<file path="src/rtl/pu_load_pkg.sv">
package pu_load_pkg;
    typedef enum logic [1:0] {
        SZ_BYTE = 2'd0,
        SZ_HALF = 2'd1,
        SZ_WORD = 2'd2,
        SZ_DBL  = 2'd3
    } acc_size_e;

    typedef enum logic [1:0] {
        ST_IDLE = 2'd0,
        ST_REQ  = 2'd1,
        ST_WAIT = 2'd2
    } unit_state_e;
endpackage

</file>
<file path="src/rtl/pu_form_check.sv">
module pu_form_check #(
    parameter int REG_W = 5
) (
    input  logic [REG_W-1:0] base_reg,
    input  logic [REG_W-1:0] dest_reg,
    output logic             invalid
);
    // base register zero or aliasing the target makes the form illegal
    always_comb begin
        invalid = (base_reg == '0) || (base_reg == dest_reg);
    end
endmodule

</file>
<file path="src/rtl/pu_base_adder.sv">
module pu_base_adder #(
    parameter int XLEN   = 64,
    parameter int DISP_W = 16
) (
    input  logic [XLEN-1:0]   base,
    input  logic [XLEN-1:0]   index,
    input  logic [DISP_W-1:0] disp,
    input  logic              indexed,
    output logic [XLEN-1:0]   sum
);
    localparam int EXT_W = XLEN - DISP_W;

    logic [XLEN-1:0] offset;

    always_comb begin
        if (indexed) offset = index;
        else         offset = {{EXT_W{disp[DISP_W-1]}}, disp};
        sum = base + offset;   // wraps modulo 2^XLEN
    end
endmodule

</file>
<file path="src/rtl/pu_load_shaper.sv">
module pu_load_shaper
    import pu_load_pkg::*;
#(
    parameter int XLEN = 64
) (
    input  acc_size_e       size,
    input  logic            sgn,
    input  logic [XLEN-1:0] raw,
    output logic [XLEN-1:0] shaped
);
    localparam int B_W = 8;
    localparam int H_W = 16;
    localparam int W_W = 32;

    always_comb begin
        unique case (size)
            SZ_BYTE: shaped = {{(XLEN-B_W){1'b0}}, raw[B_W-1:0]};
            SZ_HALF: shaped = {{(XLEN-H_W){sgn & raw[H_W-1]}}, raw[H_W-1:0]};
            SZ_WORD: shaped = {{(XLEN-W_W){sgn & raw[W_W-1]}}, raw[W_W-1:0]};
            default: shaped = raw;
        endcase
    end
endmodule

</file>
<file path="src/rtl/pu_load_unit.sv">
module pu_load_unit
    import pu_load_pkg::*;
#(
    parameter int XLEN   = 64,
    parameter int REG_W  = 5,
    parameter int DISP_W = 16
) (
    input  logic              clk,
    input  logic              rst_n,
    input  logic              op_valid,
    output logic              op_ready,
    input  logic [1:0]        op_size,
    input  logic              op_signed,
    input  logic              op_indexed,
    input  logic [REG_W-1:0]  op_dest,
    input  logic [REG_W-1:0]  op_base,
    input  logic [XLEN-1:0]   base_val,
    input  logic [XLEN-1:0]   index_val,
    input  logic [DISP_W-1:0] disp,
    output logic              mem_req_valid,
    input  logic              mem_req_ready,
    output logic [XLEN-1:0]   mem_req_addr,
    output logic [1:0]        mem_req_size,
    input  logic              mem_rsp_valid,
    input  logic [XLEN-1:0]   mem_rsp_data,
    output logic              done,
    output logic              bad_form,
    output logic [REG_W-1:0]  ld_wb_reg,
    output logic [XLEN-1:0]   ld_wb_data,
    output logic [REG_W-1:0]  base_wb_reg,
    output logic [XLEN-1:0]   base_wb_data
);
    typedef struct packed {
        unit_state_e      st;
        acc_size_e        size;
        logic             sgn;
        logic [REG_W-1:0] dest;
        logic [REG_W-1:0] breg;
        logic [XLEN-1:0]  addr;
        logic [XLEN-1:0]  sum;
        logic [XLEN-1:0]  ld;
        logic             done;
        logic             bad;
    } regs_t;

    regs_t           r_q, r_d;
    logic            form_bad;
    logic [XLEN-1:0] new_base;
    logic [XLEN-1:0] shaped;

    pu_form_check #(.REG_W(REG_W)) u_check (
        .base_reg (op_base),
        .dest_reg (op_dest),
        .invalid  (form_bad)
    );

    pu_base_adder #(.XLEN(XLEN), .DISP_W(DISP_W)) u_adder (
        .base    (base_val),
        .index   (index_val),
        .disp    (disp),
        .indexed (op_indexed),
        .sum     (new_base)
    );

    pu_load_shaper #(.XLEN(XLEN)) u_shape (
        .size   (r_q.size),
        .sgn    (r_q.sgn),
        .raw    (mem_rsp_data),
        .shaped (shaped)
    );

    always_comb begin
        r_d      = r_q;
        r_d.done = 1'b0;
        r_d.bad  = 1'b0;
        unique case (r_q.st)
            ST_IDLE: begin
                if (op_valid) begin
                    r_d.size = acc_size_e'(op_size);
                    r_d.sgn  = op_signed;
                    r_d.dest = op_dest;
                    r_d.breg = op_base;
                    if (form_bad) begin
                        r_d.bad = 1'b1;
                    end else begin
                        r_d.addr = base_val;
                        r_d.sum  = new_base;
                        r_d.st   = ST_REQ;
                    end
                end
            end
            ST_REQ: begin
                if (mem_req_ready) r_d.st = ST_WAIT;
            end
            ST_WAIT: begin
                if (mem_rsp_valid) begin
                    r_d.ld   = shaped;
                    r_d.done = 1'b1;
                    r_d.st   = ST_IDLE;
                end
            end
            default: r_d.st = ST_IDLE;
        endcase
    end

    always_ff @(posedge clk) begin
        if (!rst_n) r_q <= '0;
        else        r_q <= r_d;
    end

    assign op_ready      = (r_q.st == ST_IDLE);
    assign mem_req_valid = (r_q.st == ST_REQ);
    assign mem_req_addr  = r_q.addr;
    assign mem_req_size  = r_q.size;
    assign done          = r_q.done;
    assign bad_form      = r_q.bad;
    assign ld_wb_reg     = r_q.dest;
    assign ld_wb_data    = r_q.ld;
    assign base_wb_reg   = r_q.breg;
    assign base_wb_data  = r_q.sum;

    p_req_hold_r10: assert property (@(posedge clk) disable iff (!rst_n)
        mem_req_valid && !mem_req_ready |=>
            mem_req_valid && $stable(mem_req_addr) && $stable(mem_req_size));

    p_busy_r10: assert property (@(posedge clk) disable iff (!rst_n)
        mem_req_valid |-> !op_ready);

    p_bad_quiet_r8: assert property (@(posedge clk) disable iff (!rst_n)
        bad_form |-> !done && !mem_req_valid && op_ready);

    p_bad_cause_r8: assert property (@(posedge clk) disable iff (!rst_n)
        bad_form |-> $past(op_valid && op_ready));

    p_done_cause_r9: assert property (@(posedge clk) disable iff (!rst_n)
        done |-> $past(mem_rsp_valid));

    p_done_pulse_r9: assert property (@(posedge clk) disable iff (!rst_n)
        done |=> !done);

    p_byte_zero_r4: assert property (@(posedge clk) disable iff (!rst_n)
        done && (mem_req_size == SZ_BYTE) |-> (ld_wb_data[XLEN-1:8] == '0));
endmodule

</file>
<file path="config.mk">
export PLATFORM = sky130hd
export DESIGN_NAME = pu_load_unit
export DESIGN_NICKNAME = d
export VERILOG_FILES = /design/src/rtl/pu_load_pkg.sv /design/src/rtl/pu_form_check.sv /design/src/rtl/pu_base_adder.sv /design/src/rtl/pu_load_shaper.sv /design/src/rtl/pu_load_unit.sv
export SDC_FILE = /design/constraint.sdc
export NUM_CORES = 1
export LEC_CHECK = 0
export BUFFER_PORTS_ARGS = -buffer_cell sky130_fd_sc_hd__buf_2
export CORE_UTILIZATION = 44
export DETAILED_ROUTE_END_ITERATION = 7
export PLACE_DENSITY_LB_ADDON = 0.05
export SLEW_MARGIN = 0
export SYNTH_ARGS = -nofsm -noshare
export SYNTH_HDL_FRONTEND = slang
export SYNTH_SLANG_ARGS = --single-unit
</file>
<file path="constraint.sdc">
create_clock -name clk -period 5.4 [get_ports clk]
set_input_delay 0.81 -clock clk [delete_from_list [all_inputs] [get_ports clk]]
set_output_delay 0.81 -clock clk [all_outputs]
set_load 0.01 [all_outputs]
</file>
## After elaboration in Yosys (flattened, before gate mapping)

Index checks and enable logic that the tools add are counted.

- Flip-flop bits (word level): 209
- Output and inout bits: 208
- Word-level logic and storage cells: 43

- $add $sub $neg: 1
- Eq/ne operators: 9
- Mux-type cells: 10
- Bitwise operators: 3
- Reductions and logical operators: 10

Operator list:

| cell | number |
|---|---|
| case mux 64 bit (3 select lines) | 1 |
| two-way mux 143 bit | 1 |
| two-way mux 128 bit | 1 |
| adder 64 bit | 1 |
| two-way mux 64 bit | 1 |
| two-way mux 2 bit | 3 |
| inequality test 2 bit (second input constant) | 3 |
| case mux 2 bit (3 select lines) | 1 |
| AND reduction 2 bit | 3 |
| AND reduction 3 bit | 2 |
| == test 5 bit | 1 |
| zero test 5 bit | 1 |
| == test 2 x 1 -> 1 bit (second input constant) | 2 |
| == test 2 bit (second input constant) | 2 |
| zero test 2 bit | 2 |
| AND reduction 4 bit | 1 |
| AND 1 bit | 2 |
| two-way mux 1 bit | 2 |
| inequality test 2 x 1 -> 1 bit (second input constant) | 1 |
| logical OR 1 bit | 1 |
| NOT 1 bit | 1 |

## Depth between registers and ports, before layout

Gate-level depths: netlist (run 1).

- Depth after elaboration: 5
- Gate-level depth with buffers: 16

## By module

Synthesis (run 1) repeated with hierarchy kept, for this count alone.

- Cell total of the unflattened synthesis: 1901
- Area, all modules: 15145.8 um^2

Modules (own cells, without submodules):

| module | times used | cells each | area each (um^2) |
|---|---|---|---|
| pu_load_unit | 1 | 1111 | 9905.8 |
| pu_base_adder | 1 | 698 | 4531.8 |
| pu_load_shaper | 1 | 83 | 641.9 |
| pu_form_check | 1 | 9 | 66.3 |

## Worst setup path before layout (run 1)

No wires, ideal clock.

- Path kind: in2reg
- Start point: input op_indexed
- End point: register r_q, in the netlist base_wb_data[54]
- Arrival: 4.234 ns
- Setup slack: 1.071 ns
- Stages on the path: 13
- Buffers on the path: 2
- Path through: clkbuf_1 buf_1 mux2_2 ha_1 a21oi_1 a211oi_2 o211ai_1 a311o_2 a2111oi_4 o211ai_4 a2111oi_4 o2111ai_1 o311ai_1

- Longest elaborated chain between the ends: 2

RTL lines:

| element | RTL line | RTL |
|---|---|---|
| start, declared | pu_load_unit.sv:14 | `input logic op_indexed,` |
| two-way mux 64 bit | pu_base_adder.sv:16 | `if (indexed) offset = index;` |
| adder 64 bit | pu_base_adder.sv:18 | `sum = base + offset;` |
| end signal, assigned | pu_load_unit.sv:108 | `else r_q <= r_d;` |
| end, declared | pu_load_unit.sv:46 | `regs_t r_q, r_d;` |

No other way between the ends.
A chain may end at the register's enable or synchronous reset.

## Worst setup path in the final report (run 1)

- Start point: input op_indexed
- End point: register r_q, in the netlist base_wb_data[63]

The elaborated chain is that of the path after synthesis.

==> results of run 1 <==
[cells in the final DEF (no fill, tap or decap), drive strengths merged, types with 15 or more instances in the layout]
cell type	instances
xor2	17
o21ai	108
clkbuf	35
nor2	44
buf	448
nand3	37
nor3	15
nand4	21
nand2	465
mux2	16
dfxtp	209
a21o	34
a21oi	264
o21bai	18
ha	63
inv	25
xnor2	30
[cells by family after synthesis]
logic type               after synthesis  share of synthesized area, %
AND/OR/NAND/NOR                      642                          20.0
AO/OA/AOI/OAI                        528                          23.4
buffers and inverters                338                          15.3
flip-flops                           209                          30.9
adder cells (fa/ha/maj)               64                          5.96
XOR/XNOR                              47                          3.04
multiplexers                          16                          1.33
[stage by stage]
stage | instance area [sq um] | hold slack, ns | setup slack, ns | cells | util [%]
3_3_place_gp | 14300 | 0.435 | 0.657 | 2367 | 47.9
2_1_floorplan | 13600 | 0.426 | 1.07 | 1844 | -
3_5_place_dp | 14300 | 0.442 | 0.508 | 2367 | 47.9
6_report | 15100 | 0.447 | 0.955 | 2415 | 50.5
4_1_cts | 15100 | 0.450 | 1.03 | 2411 | 50.5
5_1_grt | 15100 | 0.460 | 0.543 | 2414 | 50.5
[cell type report]
type                    count  area [sq um]
diodes                      4          10.0
fillers                  3089         14800
inverters                  23          88.8
flip-flops and latches    209          4180
clock buffers              35           703
well taps                 390           488
repair buffers            448          2280
multi-input cells        1297          7310
clock inverters             9          68.8
[how the worst min path moves through the flow]
stage / to / cells after the start / slack (ns) / from
6_report: base_wb_data[14]$_SDFFE_PN0P_ / 2 / 0.45 / base_wb_data[14]$_SDFFE_PN0P_
5_1_grt: base_wb_data[17]$_SDFFE_PN0P_ / 2 / 0.46 / base_wb_data[17]$_SDFFE_PN0P_
4_1_cts: base_wb_data[14]$_SDFFE_PN0P_ / 2 / 0.45 / base_wb_data[14]$_SDFFE_PN0P_
3_5_place_dp: base_wb_data[14]$_SDFFE_PN0P_ / 2 / 0.44 / base_wb_data[14]$_SDFFE_PN0P_
3_3_place_gp: ld_wb_data[10]$_SDFFE_PN0P_ / 2 / 0.44 / ld_wb_data[10]$_SDFFE_PN0P_
2_1_floorplan: base_wb_data[37]$_SDFFE_PN0P_ / 2 / 0.43 / base_wb_data[37]$_SDFFE_PN0P_
[power breakdown]
part / total (mW) / internal, mW / switching (mW) / leakage [nW]
logic: 1.23 / 0.473 / 0.760 / 5.02
registers: 1.72 / 1.66 / 0.0638 / 1.71
clock network: 1.61 / 0.912 / 0.701 / 0.378
total: 4.57 / 3.04 / 1.53 / 7.11
[per-layer routing]
layer,global-route usage [%],part of all wire (%)
met1,32.2,42
met2,47.8,49
met3,4.78,6.3
met4,9.12,2.9
met5,0,0.029
[worst max-delay path: cells and delay by family]
family,cells,cell delay (ns)
buffers and inverters,1,0.41
and+or+nand+nor,5,1.48
adders and majority gates,1,0.41
AOI/OAI and AO/OA,6,1.76
==> run summary, run 1 <==
Cells with a size suffix above 1 make up 26.2% of the layout. Yosys attributes the largest share of cell area to dfxtp_1 31%, nand2_1 13%, buf_4 12%. The area inside the core boundary came out at 30000 sq um.

Summed over all nets, the half-perimeter wirelength after detailed placement is 33.6 mm. For the worst setup slack for register-to-register paths, the log shows 2.37 ns. The measured slew at the worst slew-check pin came out at 1.14 ns. The longest clock path from root to sink contains 3 buffers. The number of primary I/O pins is 435.

Number of storage elements in the synthesis netlist: 209. The most critical setup path has its endpoint at base_wb_data[63]$_SDFFE_PN0P_. For the standby leakage power, the log shows 7.11 nW. The first global-routing pass estimated 67.5 mm of wire. Counting I/O delays and the setup requirement, the final critical path takes 4.44 ns. The mean instance size in the synthesized netlist was 7.35 sq um. For the clock net sink count, the log shows 209.

The most common cell in the synthesized netlist is nand2_1. Entering global routing, the biggest net connects 74 pins. The floorplan has 63 rows. Cell with the largest stage delay on the worst path: nor4_1. Vias after detailed routing: 12900. Clock-pin slew was measured on the worst setup and hold paths at 0.06 ns. The final critical path takes up 82.3% of the cycle. Via count of the first global-routing pass: 12200. The worst setup path is captured at a register. The number of DRC violations after detailed routing is 0. Dividing the detail-routed wire length by the instance count gives 18.3 um. Once detail routing completed, the nets flagged for antenna violations numbered 0. Across the VDD grid, the largest voltage drop is 0.254 mV. Setup repair after global routing left no endpoint under its margin. The commonest cells after synthesis are 464 x nand2_1, 263 x a21oi_1, 209 x dfxtp_1. The growth of design area from synthesis to finish was 11.6%. In this run the worst setup path begins at op_indexed. Post-synthesis net count: 2135. The share of synthesized registers carrying an async set or reset was 0%; the initial antenna violation count was 4. Counting the buffers created by CTS gives 25. The fmax came out at 0.225 GHz. Dividing the detail-routed via count by the number of cells gives 5.34.

The run gives 4.57 mW as the power after layout. The worst register-to-register path begins at r_q[208]$_SDFFE_PN0P_. The height of the die was 177 um; the largest fanout of any net on the critical path was 24. The tools report the first-pass iteration count of the detailed router as 5. The first routing iteration left 742 violations. The number of flops mapped to enable cells by yosys was 0; the post-CTS setup buffer count was 0. The placer's final routability congestion estimate is 0.947, and the post-CTS resize count is 0. The run gives 78 as the count of unique library cells instantiated by Yosys. The final count of pins violating max slew came out at 0.

In the final timing run, aggregate negative setup slack is 0 ns. TritonCTS built the clock tree. The number of maximum-capacitance constraint violations was 0.

The worst register-to-register path ends at base_wb_data[60]$_SDFFE_PN0P_. For this run, the number of Yosys warnings is 0. After synthesis the cells add up to 13600 sq um.

For the global-route total usage across every layer, the log shows 26.9%. Sequential cells were found to cover 30.9% of the synthesized design area. The signal on the critical path passes through buf_2 > nand2b_2 > nand2_1 > ha_1 > nand2_1 > nor4_1 > nand4_1 > a21oi_1 > o2111ai_1 > a21oi_1 > o2111ai_1 > o21a_1 > o311ai_1. The clock latency on the worst-skew pair was 0.54 ns. Synthesis produced a netlist whose cell count is 1844.

Total power divided by cell area: 302 nW/um^2. The remaining global-route overflow is 0, and the maximum clock skew at final layout is 0.0125 ns. In the synthesized netlist the dominant register cell turns out to be dfxtp_1.

For this run, the post-layout net count is 2295. The count of final hold-check violations was 0; the wire length after detailed routing was 44.2 mm. Measured against its own limit, the worst slew margin works out to 23.7%. Of all cell types, the one taking the most synthesized area is dfxtp_1.

The path type of the worst min-delay path was reg -> reg. Counting cells, the worst reg-to-reg path comes to 8. Input and output buffers added on the ports amount to 434.

The tools report the data arrival time at the worst-slack endpoint as 4.89 ns. The die covers 31500 sq um. STA classifies the critical path startpoint as a primary input. At the worst endpoint, the required time is 5.85 ns. The run gives 1 as the deepest level of the CTS H-tree.

Number of failing setup endpoints in the final timing report: 0. For this configuration, the core starts out at a cell density of 45.2%. The number of hold buffers added after CTS was 0. The root buffer cell chosen for the clock tree is clkbuf_16. The type of the worst setup path was in -> reg. The critical path's largest stage delay is 0.57 ns, and the horizontal die dimension is 177 um. The flow ran to the end, and the final reports show no timing, DRC or antenna violations.

The top-area cell type share of the netlist area works out to 30.9%.
Note: power is estimated with default switching activity, not from simulation.
==> run 2: changes to the inputs <==
--- a/config.mk
+++ b/config.mk
@@ -5,6 +5,7 @@
 export SDC_FILE = /design/constraint.sdc
 export NUM_CORES = 1
 export LEC_CHECK = 0
+export ABC_AREA = 1
 export BUFFER_PORTS_ARGS = -buffer_cell sky130_fd_sc_hd__buf_2
 export CORE_UTILIZATION = 44
 export DETAILED_ROUTE_END_ITERATION = 7
==> constraint.sdc (replaced) <==
create_clock -name clk -period 3.7 [get_ports clk]
set_input_delay 0.555 -clock clk [delete_from_list [all_inputs] [get_ports clk]]
set_output_delay 0.555 -clock clk [all_outputs]
set_load 0.01 [all_outputs]
==> run 2 against run 1 <==
Non-clock buffer count rose by 9. Sequential power rose by 47%. Core utilization fell by 0.35 points. Cell area rose by 14%. Synthesized cell count rose by 42%.
==> run summary, run 2 <==
The min-delay analysis places its worst path in the category in -> reg. The deepest level of the CTS H-tree came out at 1 (unchanged). The most critical setup path has its startpoint at op_indexed. The tools report the global-route total usage across every layer as 30.0% (+3.1 points). For the register area, the log shows 4180 sq um (unchanged). The setup path with the least slack is of type in -> reg.

The number of flops mapped to enable cells by yosys is 0 (unchanged), and the number of buffers added on ports is 434 (unchanged). Subtracting the final worst setup slack from the clock period gives 2.88 ns. The area inside the core boundary is 34500 sq um (+15%). The vias after detailed routing was 15800 (+23%); the initial core utilization was 44.7% (-0.55 points). The post-route standard cell area excluding fillers was 17300 sq um (+14%). Sorting the synthesized cells by area gives the leading types as dfxtp_1 27%, nand2_1 24%, buf_4 10%. The height of the die was 189 um (+6.5%). The number of buffers between clock root and the deepest sink was 3 (unchanged).

From synthesis to final layout, the design area changed by 12.2%. Area of the die: 35800 sq um (+13%). The clock latency on the worst-skew pair is 0.55 ns (about the same), and the number of maximum-capacitance constraint violations is 0 (unchanged).

The run gives 3.32 ns (-1.57 ns) as the data arrival time at the worst-slack endpoint. The number of rows created at floorplan came out at 68 (+7.9%). The largest fanout of any net on the critical path works out to 33 (+38%).

The placed standard-cell area came out at 16500 sq um (+15%). STA classifies the critical path endpoint as a register. The post-detailed-route via-to-cell ratio was 4.83 (-9.4%); the first-pass iteration count of the detailed router was 7 (+2). The largest net degree at the start of global routing is 135 (+82%). In the layout the commonest cells are 965 x nand2_1, 434 x buf_2, 399 x inv_1.

The destination of the worst register-to-register timing path is ld_wb_data[55]$_SDFFE_PN0P_. The final-layout fill cell count was 3827 (+24%). The routed wirelength normalized by instance count works out to 16.8 um (-8.3%).

The non-filler instance count after layout is 3278 (+36%). The tree is rooted in a clkbuf_16. The fmax was 0.347 GHz. The worst slew slack as a fraction of its limit is 26.5% (+2.9 points), and the via count of the first global-routing pass is 14700 (+20%).

The most critical setup path has its endpoint at base_wb_data[60]$_SDFFE_PN0P_. For the number of DRC markers after the initial detailed-route iteration, the log shows 1033 (+39%). The run finished with clean final reports.

The total power divided by cell area is 407 nW/um^2 (+35%), and the placer's final routability congestion estimate is 0.985 (+3.9%). The tools report the remaining global-route overflow as 0 (unchanged). The number of buffers created by CTS came out at 24 (-4.0%). The final count of pins violating max slew was 0 (unchanged). The global-route wire length before repair was 83.5 mm (+24%). The largest vdd supply drop is 0.340 mV (+34%).

The share of synthesized registers carrying an async set or reset is 0% (unchanged). The ratio of cells with drive above 1 in the final layout works out to 17.9% (-8.3 points). The run gives 2612 (+42%) as the instance count of the mapped netlist. The clock-pin transition on the worst setup and hold timing paths works out to 0.06 ns (about the same). The number of DRC violations after detailed routing is 0 (unchanged). Of all cell types, the one taking the most synthesized area is dfxtp_1. For the sequential cell area fraction in the yosys report, the log shows 27.2% (-3.7 points). Standby leakage power: 10.2 nW (+43%). TritonCTS built the clock tree. The run gives 44.2 mm (+31%) as the half-perimeter wire length of the detailed placement result. The power after layout is 7.04 mW (+54%). Initial antenna violation count: 1 (-3). The wire length after detailed routing is 55.1 mm (+25%).

The number of warnings printed during yosys synthesis was 0 (unchanged). The tools report the post-CTS setup buffer count as 0 (unchanged). The commonest cells after synthesis are 966 x nand2_1, 400 x inv_1, 260 x a21oi_1. The tools report the area of the multi-input gates as 7830 sq um (+7.2%). The measured slew at the worst slew-check pin was 1.10 ns (-0.0470 ns).

The logs give 28 (-64%) for the count of unique library cells instantiated by Yosys and 209 (unchanged) for the clock net sink count. The final antenna-violating net count is 0 (unchanged). The horizontal die dimension is 189 um (+6.5%). The post-synthesis net count came out at 2903 (+36%). The run gives 3234 (+37%) as the total placed cells including tap cells. In this run the critical register-to-register path is launched from r_q[208]$_SDFFE_PN0P_. The number of storage elements in the synthesis netlist came out at 209 (unchanged). The tools report the number of nets in the layout as 3096 (+35%). The post-CTS resize count is 0 (unchanged). The library cell used most frequently in the layout, excluding fill and tap cells, is nand2_1. Number of cells on the worst reg-to-reg path: 7 (-1).

The post-route clock period utilization works out to 77.8%. Most common cell in the netlist: nand2_1. The post-route setup TNS is 0 ns (unchanged). For the number of primary I/O pins, the log shows 435 (unchanged). The mean instance size in the synthesized netlist works out to 5.90 sq um (-20%).

The count of hold buffers inserted by post-cts repair came out at 0 (unchanged). The logs give 0.222 ns (-0.225 ns) for the worst hold slack and 0 (unchanged) for the count of final hold-check violations. Top-area cell type share of the netlist area: 27.2% (-3.7 points). The most used flip-flop cell after synthesis is dfxtp_1. The tools report the maximum clock skew at final layout as 0.00975 ns (-0.00271 ns). The cell area after synthesis is 15400 sq um (+14%). The data required time of the critical path was 4.14 ns (-1.71 ns); the number of failing setup endpoints in the final timing report was 0 (unchanged). STA classifies the critical path startpoint as a primary input.

The worst setup slack for register-to-register paths came out at 1.37 ns (-1.00 ns). Setup repair after global routing left no endpoint under its margin.
## run 2: changes by cell type after synthesis, moves of 26 or more
cell      change
nand2_1     +502
clkbuf_1     -37
nand3_1      +62
inv_1       +378
xnor2_1      -26
nor2_1      +121
a21o_1       -32
## run 2: per-layer routing
metal	share of wire, %	vias up	track usage (%)
met1	44	7104	38.9
met4	2.1	0	7.23
met3	6.5	57	3.93
li1	-	8167	-
met5	0	-	0
met2	47	517	52.3
## run 2: how the worst min path moves through the flow
stage,startpoint,slack (ns),cells after the start,end
3_5_place_dp,mem_req_addr[0]$_SDFFE_PN0P_,0.45,2,mem_req_addr[0]$_SDFFE_PN0P_
4_1_cts,mem_rsp_data[8],0.20,3,ld_wb_data[8]$_SDFFE_PN0P_
6_report,mem_rsp_data[8],0.22,3,ld_wb_data[8]$_SDFFE_PN0P_
3_3_place_gp,ld_wb_data[4]$_SDFFE_PN0P_,0.45,2,ld_wb_data[4]$_SDFFE_PN0P_
5_1_grt,mem_rsp_data[8],0.22,3,ld_wb_data[8]$_SDFFE_PN0P_
2_1_floorplan,mem_req_addr[28]$_SDFFE_PN0P_,0.44,2,mem_req_addr[28]$_SDFFE_PN0P_
## run 2: cell families after synthesis
| logic type | Yosys count | share of synthesized area [%] |
|---|---|---|
| buffers and inverters | 691 | 22.0 |
| adder cells (fa/ha/maj) | 64 | 5.25 |
| XOR/XNOR | 33 | 1.88 |
| AO/OA/AOI/OAI | 351 | 11.5 |
| flip-flops | 209 | 27.2 |
| AND/OR/NAND/NOR | 1264 | 32.2 |
## run 2: power by group
group	switching (mW)	leakage (nW)	total [mW]	internal [mW]
clock network	1.03	0.383	2.40	1.37
logic	1.40	8.10	2.12	0.715
registers	0.106	1.71	2.52	2.42
## run 2: stage by stage
step / worst slack [ns] / utilization (%)
after global routing: 0.513 / 50.1
final: 0.821 / 50.2
after CTS: 0.857 / 50.1
after global placement: 0.266 / 47.9
after detailed placement: 0.271 / 47.9
after floorplan: 0.945 / -
## run 2: cell type report
type                            instances  area share (%)
Multi-Input combinational cell       1712            45.3
Sequential cell                       209            24.2
Timing Repair Buffer                  457            13.9
Inverter                              401            8.73
Clock buffer                           36            4.26
Tap cell                              455            3.29
Clock inverter                          6           0.290
Antenna cell                            2          0.0290
## run 2: worst max-delay path: stages
cell     delay, ns
buf_2         0.09
buf_4         0.33
buf_4         0.39
nand2_1       0.10
nand2_1       0.08
ha_1          0.19
nand2_1       0.11
nor2_1        0.20
inv_1         0.07
nor3_1        0.52
nand2_1       0.15
nor3_1        0.16
nand2_1       0.09
nand3_1       0.09
nand3_1       0.07
nand2_1       0.07
inv_1         0.04
==> run 3: changes to the inputs <==
==> constraint.sdc (replaced) <==
create_clock -name clk -period 2.6 [get_ports clk]
set_input_delay 0.39 -clock clk [delete_from_list [all_inputs] [get_ports clk]]
set_output_delay 0.39 -clock clk [all_outputs]
set_load 0.01 [all_outputs]
==> run 3 against run 2 <==
Largest cell class unchanged. Critical endpoint is now base_wb_data[63]$_SDFFE_PN0P_. Global-route usage down 0.12 points. Via count up 3.7%. Wire length increased by 0.90%. Clock-buffer cell count is 1 higher. Setup slack worse by 0.71 ns.
==> run summary, run 3 (synthesis results as in run 2) <==
The flow ran to the end, and the final reports show no timing, DRC or antenna violations. The setup path with the least slack is of type in -> reg. The number of maximum-capacitance constraint violations is 0 (unchanged), and the post-route standard cell area excluding fillers is 19000 sq um (+9.9%). The most used cell along the critical path was nand2_1. The number of failing setup endpoints in the final timing report was 0 (unchanged).

The routed metal-1 wirelength is 24.1 mm (-0.58%). The logs give 11.2 nW (+10%) for the standby leakage power and 5 (-2) for the first-pass iteration count of the detailed router. Relative to the synthesized area, the layout overhead comes to 23.3%. The run gives 29.9% (-0.12 points) as the global-route total usage across every layer. The final antenna-violating net count was 0 (unchanged); the largest net degree at the start of global routing was 99 (-27%).

In this run the critical register-to-register path is launched from r_q[208]$_SDFFE_PN0P_. The measured slew at the worst slew-check pin came out at 1.11 ns (+0.0120 ns). STA classifies the critical path startpoint as a primary input. The top cell types in the final layout, fill and taps aside, are 963 x nand2_1, 434 x buf_2, 399 x inv_1. For the initial antenna violation count, the log shows 11 (+10). The post-CTS setup buffer count is 0 (unchanged), and the clock latency on the worst-skew pair is 0.56 ns (about the same).

The run gives 3.06 ns (-1.08 ns) as the data required time of the critical path. Leaving out fill and tap cells, the most frequent cell in the layout is nand2_1. The critical path goes through buf_2 > inv_1 > buf_12 > nand2_4 > buf_12 > buf_12 > buf_4 > nand2_1 > ha_1 > buf_4 > nand2_1 > o21ai_0 > nor2_1 > nand2_1 > a21oi_1 > nand2_1 > nand2_1 > nand3_1 > nand2_1 > inv_1.

The wire length on met3 was 3.50 mm (-1.8%); the post-detailed-route via-to-cell ratio was 4.70 (-2.7%). For the data arrival time at the worst-slack endpoint, the log shows 2.95 ns (-0.37 ns). The ratio of cells with drive above 1 in the final layout was 24.0% (+6.1 points); the proportion of power drawn by combinational gates was 32.8% (+2.7 points). The kind of cell with the highest combined delay along the critical path is buffers and inverters. Clock net sink count: 209 (unchanged).

The depth of the critical timing path with buffers and inverters included is 20 (+3), and the half-perimeter wire length of the detailed placement result is 44.5 mm (+0.68%). The maximum clock skew at final layout was 0.0154 ns (+0.00569 ns). The largest fanout of any net on the critical path came out at 18 (-45%).

The count of buffer and inverter cells on the critical path came out at 8 (+3). The critical path's largest stage delay is 0.34 ns (-0.18 ns). The clock share of power came out at 33.1% (-1.0 points). The number of primary I/O pins was 435 (unchanged); the vias after detailed routing was 16400 (+3.7%). The initial core utilization was 44.7% (unchanged); the area of the die was 35800 sq um (unchanged). The number of buffers created by CTS is 25 (+4.2%), and the count of final hold-check violations is 0 (unchanged). The global-route wire length before repair came out at 83.3 mm (-0.29%). The net load switching power came out at 3.71 mW (+46%). The most critical setup path has its startpoint at op_indexed. The clock-pin transition on the worst setup and hold timing paths was 0.06 ns (about the same). TritonCTS built the clock tree.

The largest vdd supply drop is 0.523 mV (+54%). The tools report the detailed-routed wire length on met2 as 26.0 mm (-0.49%). The core utilization of the finished layout is 55.1% (+5.0 points).

The worst slew slack as a fraction of its limit is 25.7% (-0.80 points), and the height of the die is 189 um (unchanged). The routed wirelength normalized by instance count was 15.9 um (-5.3%). The total power divided by cell area was 556 nW/um^2 (+36%). The final count of pins violating max slew is 0 (unchanged), and the number of DRC violations after detailed routing is 0 (unchanged). The tools report the capturing instance or port of the critical path as base_wb_data[63]$_SDFFE_PN0P_.

The destination of the worst register-to-register timing path is ld_wb_data[31]$_SDFFE_PN0P_. The logs give 0.106 ns (-0.714 ns) for the final worst slack and 18100 sq um (+9.6%) for the placed standard-cell area. The run gives -0.590 ns (-0.862 ns) as the worst slack after detailed placement. The area inside the core boundary was 34500 sq um (unchanged). The logs give 6.85 mW (+52%) for the internal power of the cells and 15100 (+2.4%) for the via count of the first global-routing pass.

The number of rows created at floorplan came out at 68 (unchanged). The number of buffers added on ports is 434 (unchanged). The remaining global-route overflow came out at 0 (unchanged). The proportion of total power due to net switching was 35.1% (-0.85 points). The path type of the worst min-delay path was in -> reg. Derived from the worst setup path, the maximum achievable clock frequency is 0.401 GHz.

The cell with the largest stage delay on the worst path was ha_1. The number of DRC markers after the initial detailed-route iteration was 933 (-9.7%). The post-route setup TNS is 0 ns (unchanged). For the placer's final routability congestion estimate, the log shows 0.994 (+0.92%). The number of buffers between clock root and the deepest sink is 3 (unchanged), and the post-route clock period utilization is 95.9%.

Buffer cell driving the clock tree root: clkbuf_16. The run gives 55.6 mm (+0.90%) as the wire length after detailed routing. Deepest level of the CTS H-tree: 1 (unchanged). The minimum clock period is 2.49 ns. Sequential power share: 34.1% (-1.8 points).

The worst setup slack for register-to-register paths was 0.53 ns (-0.84 ns). Horizontal die dimension: 189 um (unchanged). The number of cells on the worst reg-to-reg path is 7 (unchanged). After detailed routing, no signal wire sits above met5. The number of nets in the layout came out at 3300 (+6.6%). The kind of capture point of the worst setup path was a register.
[run 3: changes by cell type in the layout (fill, tap and decap cells not counted), moves of 3 or more]
cell,change
buf_12,+5
nand3_2,+3
nor2_1,-10
nand3_1,-3
buf_4,+197
diode_2,+9
clkinv_2,+3
nor2_2,+10
[run 3: per-layer routing]
layer	track usage, %	up-vias
li1	-	8581
met1	37.8	7251
met2	51.5	504
met3	4.00	93
met4	10.9	4
met5	0	-
[run 3: timing repair]
action | CTS | global route
endpoints found under the setup margin | 1 | 32
hold buffers | 0 | 0
cloned | 0 | 1
resized for setup | 1 | 17
[run 3: layout make-up]
| type | count | area (sq um) |
|---|---|---|
| fillers | 3642 | 15500 |
| multi-input cells | 1712 | 7890 |
| flip-flops and latches | 209 | 4180 |
| repair buffers | 660 | 4000 |
| inverters | 401 | 1510 |
| clock buffers | 37 | 751 |
| well taps | 455 | 569 |
| clock inverters | 8 | 61.3 |
| diodes | 11 | 27.5 |
[run 3: stage by stage]
stage | hold slack (ns) | power, mW | instances
CTS | 0.0343 | 10.6 | 3481
finish | 0.0637 | 10.6 | 3493
detailed placement | 0.452 | 7.10 | 3436
global placement | 0.450 | 7.08 | 3436
global route | 0.0597 | 11.2 | 3489
floorplan | 0.445 | 5.76 | 2612
[run 3: worst min path at each step]
stage | endpoint | slack, ns | startpoint | cells past startpoint
3_5_place_dp | mem_req_addr[24]$_SDFFE_PN0P_ | 0.45 | mem_req_addr[24]$_SDFFE_PN0P_ | 2
6_report | ld_wb_data[9]$_SDFFE_PN0P_ | 0.06 | mem_rsp_data[9] | 3
3_3_place_gp | mem_req_addr[24]$_SDFFE_PN0P_ | 0.45 | mem_req_addr[24]$_SDFFE_PN0P_ | 2
4_1_cts | ld_wb_data[8]$_SDFFE_PN0P_ | 0.03 | mem_rsp_data[8] | 3
2_1_floorplan | mem_req_addr[28]$_SDFFE_PN0P_ | 0.44 | mem_req_addr[28]$_SDFFE_PN0P_ | 2
5_1_grt | ld_wb_data[14]$_SDFFE_PN0P_ | 0.06 | mem_rsp_data[14] | 3
[run 3: tightest hold or removal path, cell delays in order]
cell and delay [ns]:
buf_2 0.08, nand3_1 0.06, nand2_1 0.05
[run 3: power by group through the flow]
| stage | sequential [mW] | clock (mW) | combinational [mW] |
|---|---|---|---|
| final | 3.60 | 3.49 | 3.47 |
| after global placement | 3.65 | 0 | 3.43 |
| after global routing | 3.62 | 3.68 | 3.85 |
| after floorplan | 3.60 | 0 | 2.17 |
| after detailed placement | 3.66 | 0 | 3.44 |
| after CTS | 3.60 | 3.56 | 3.45 |
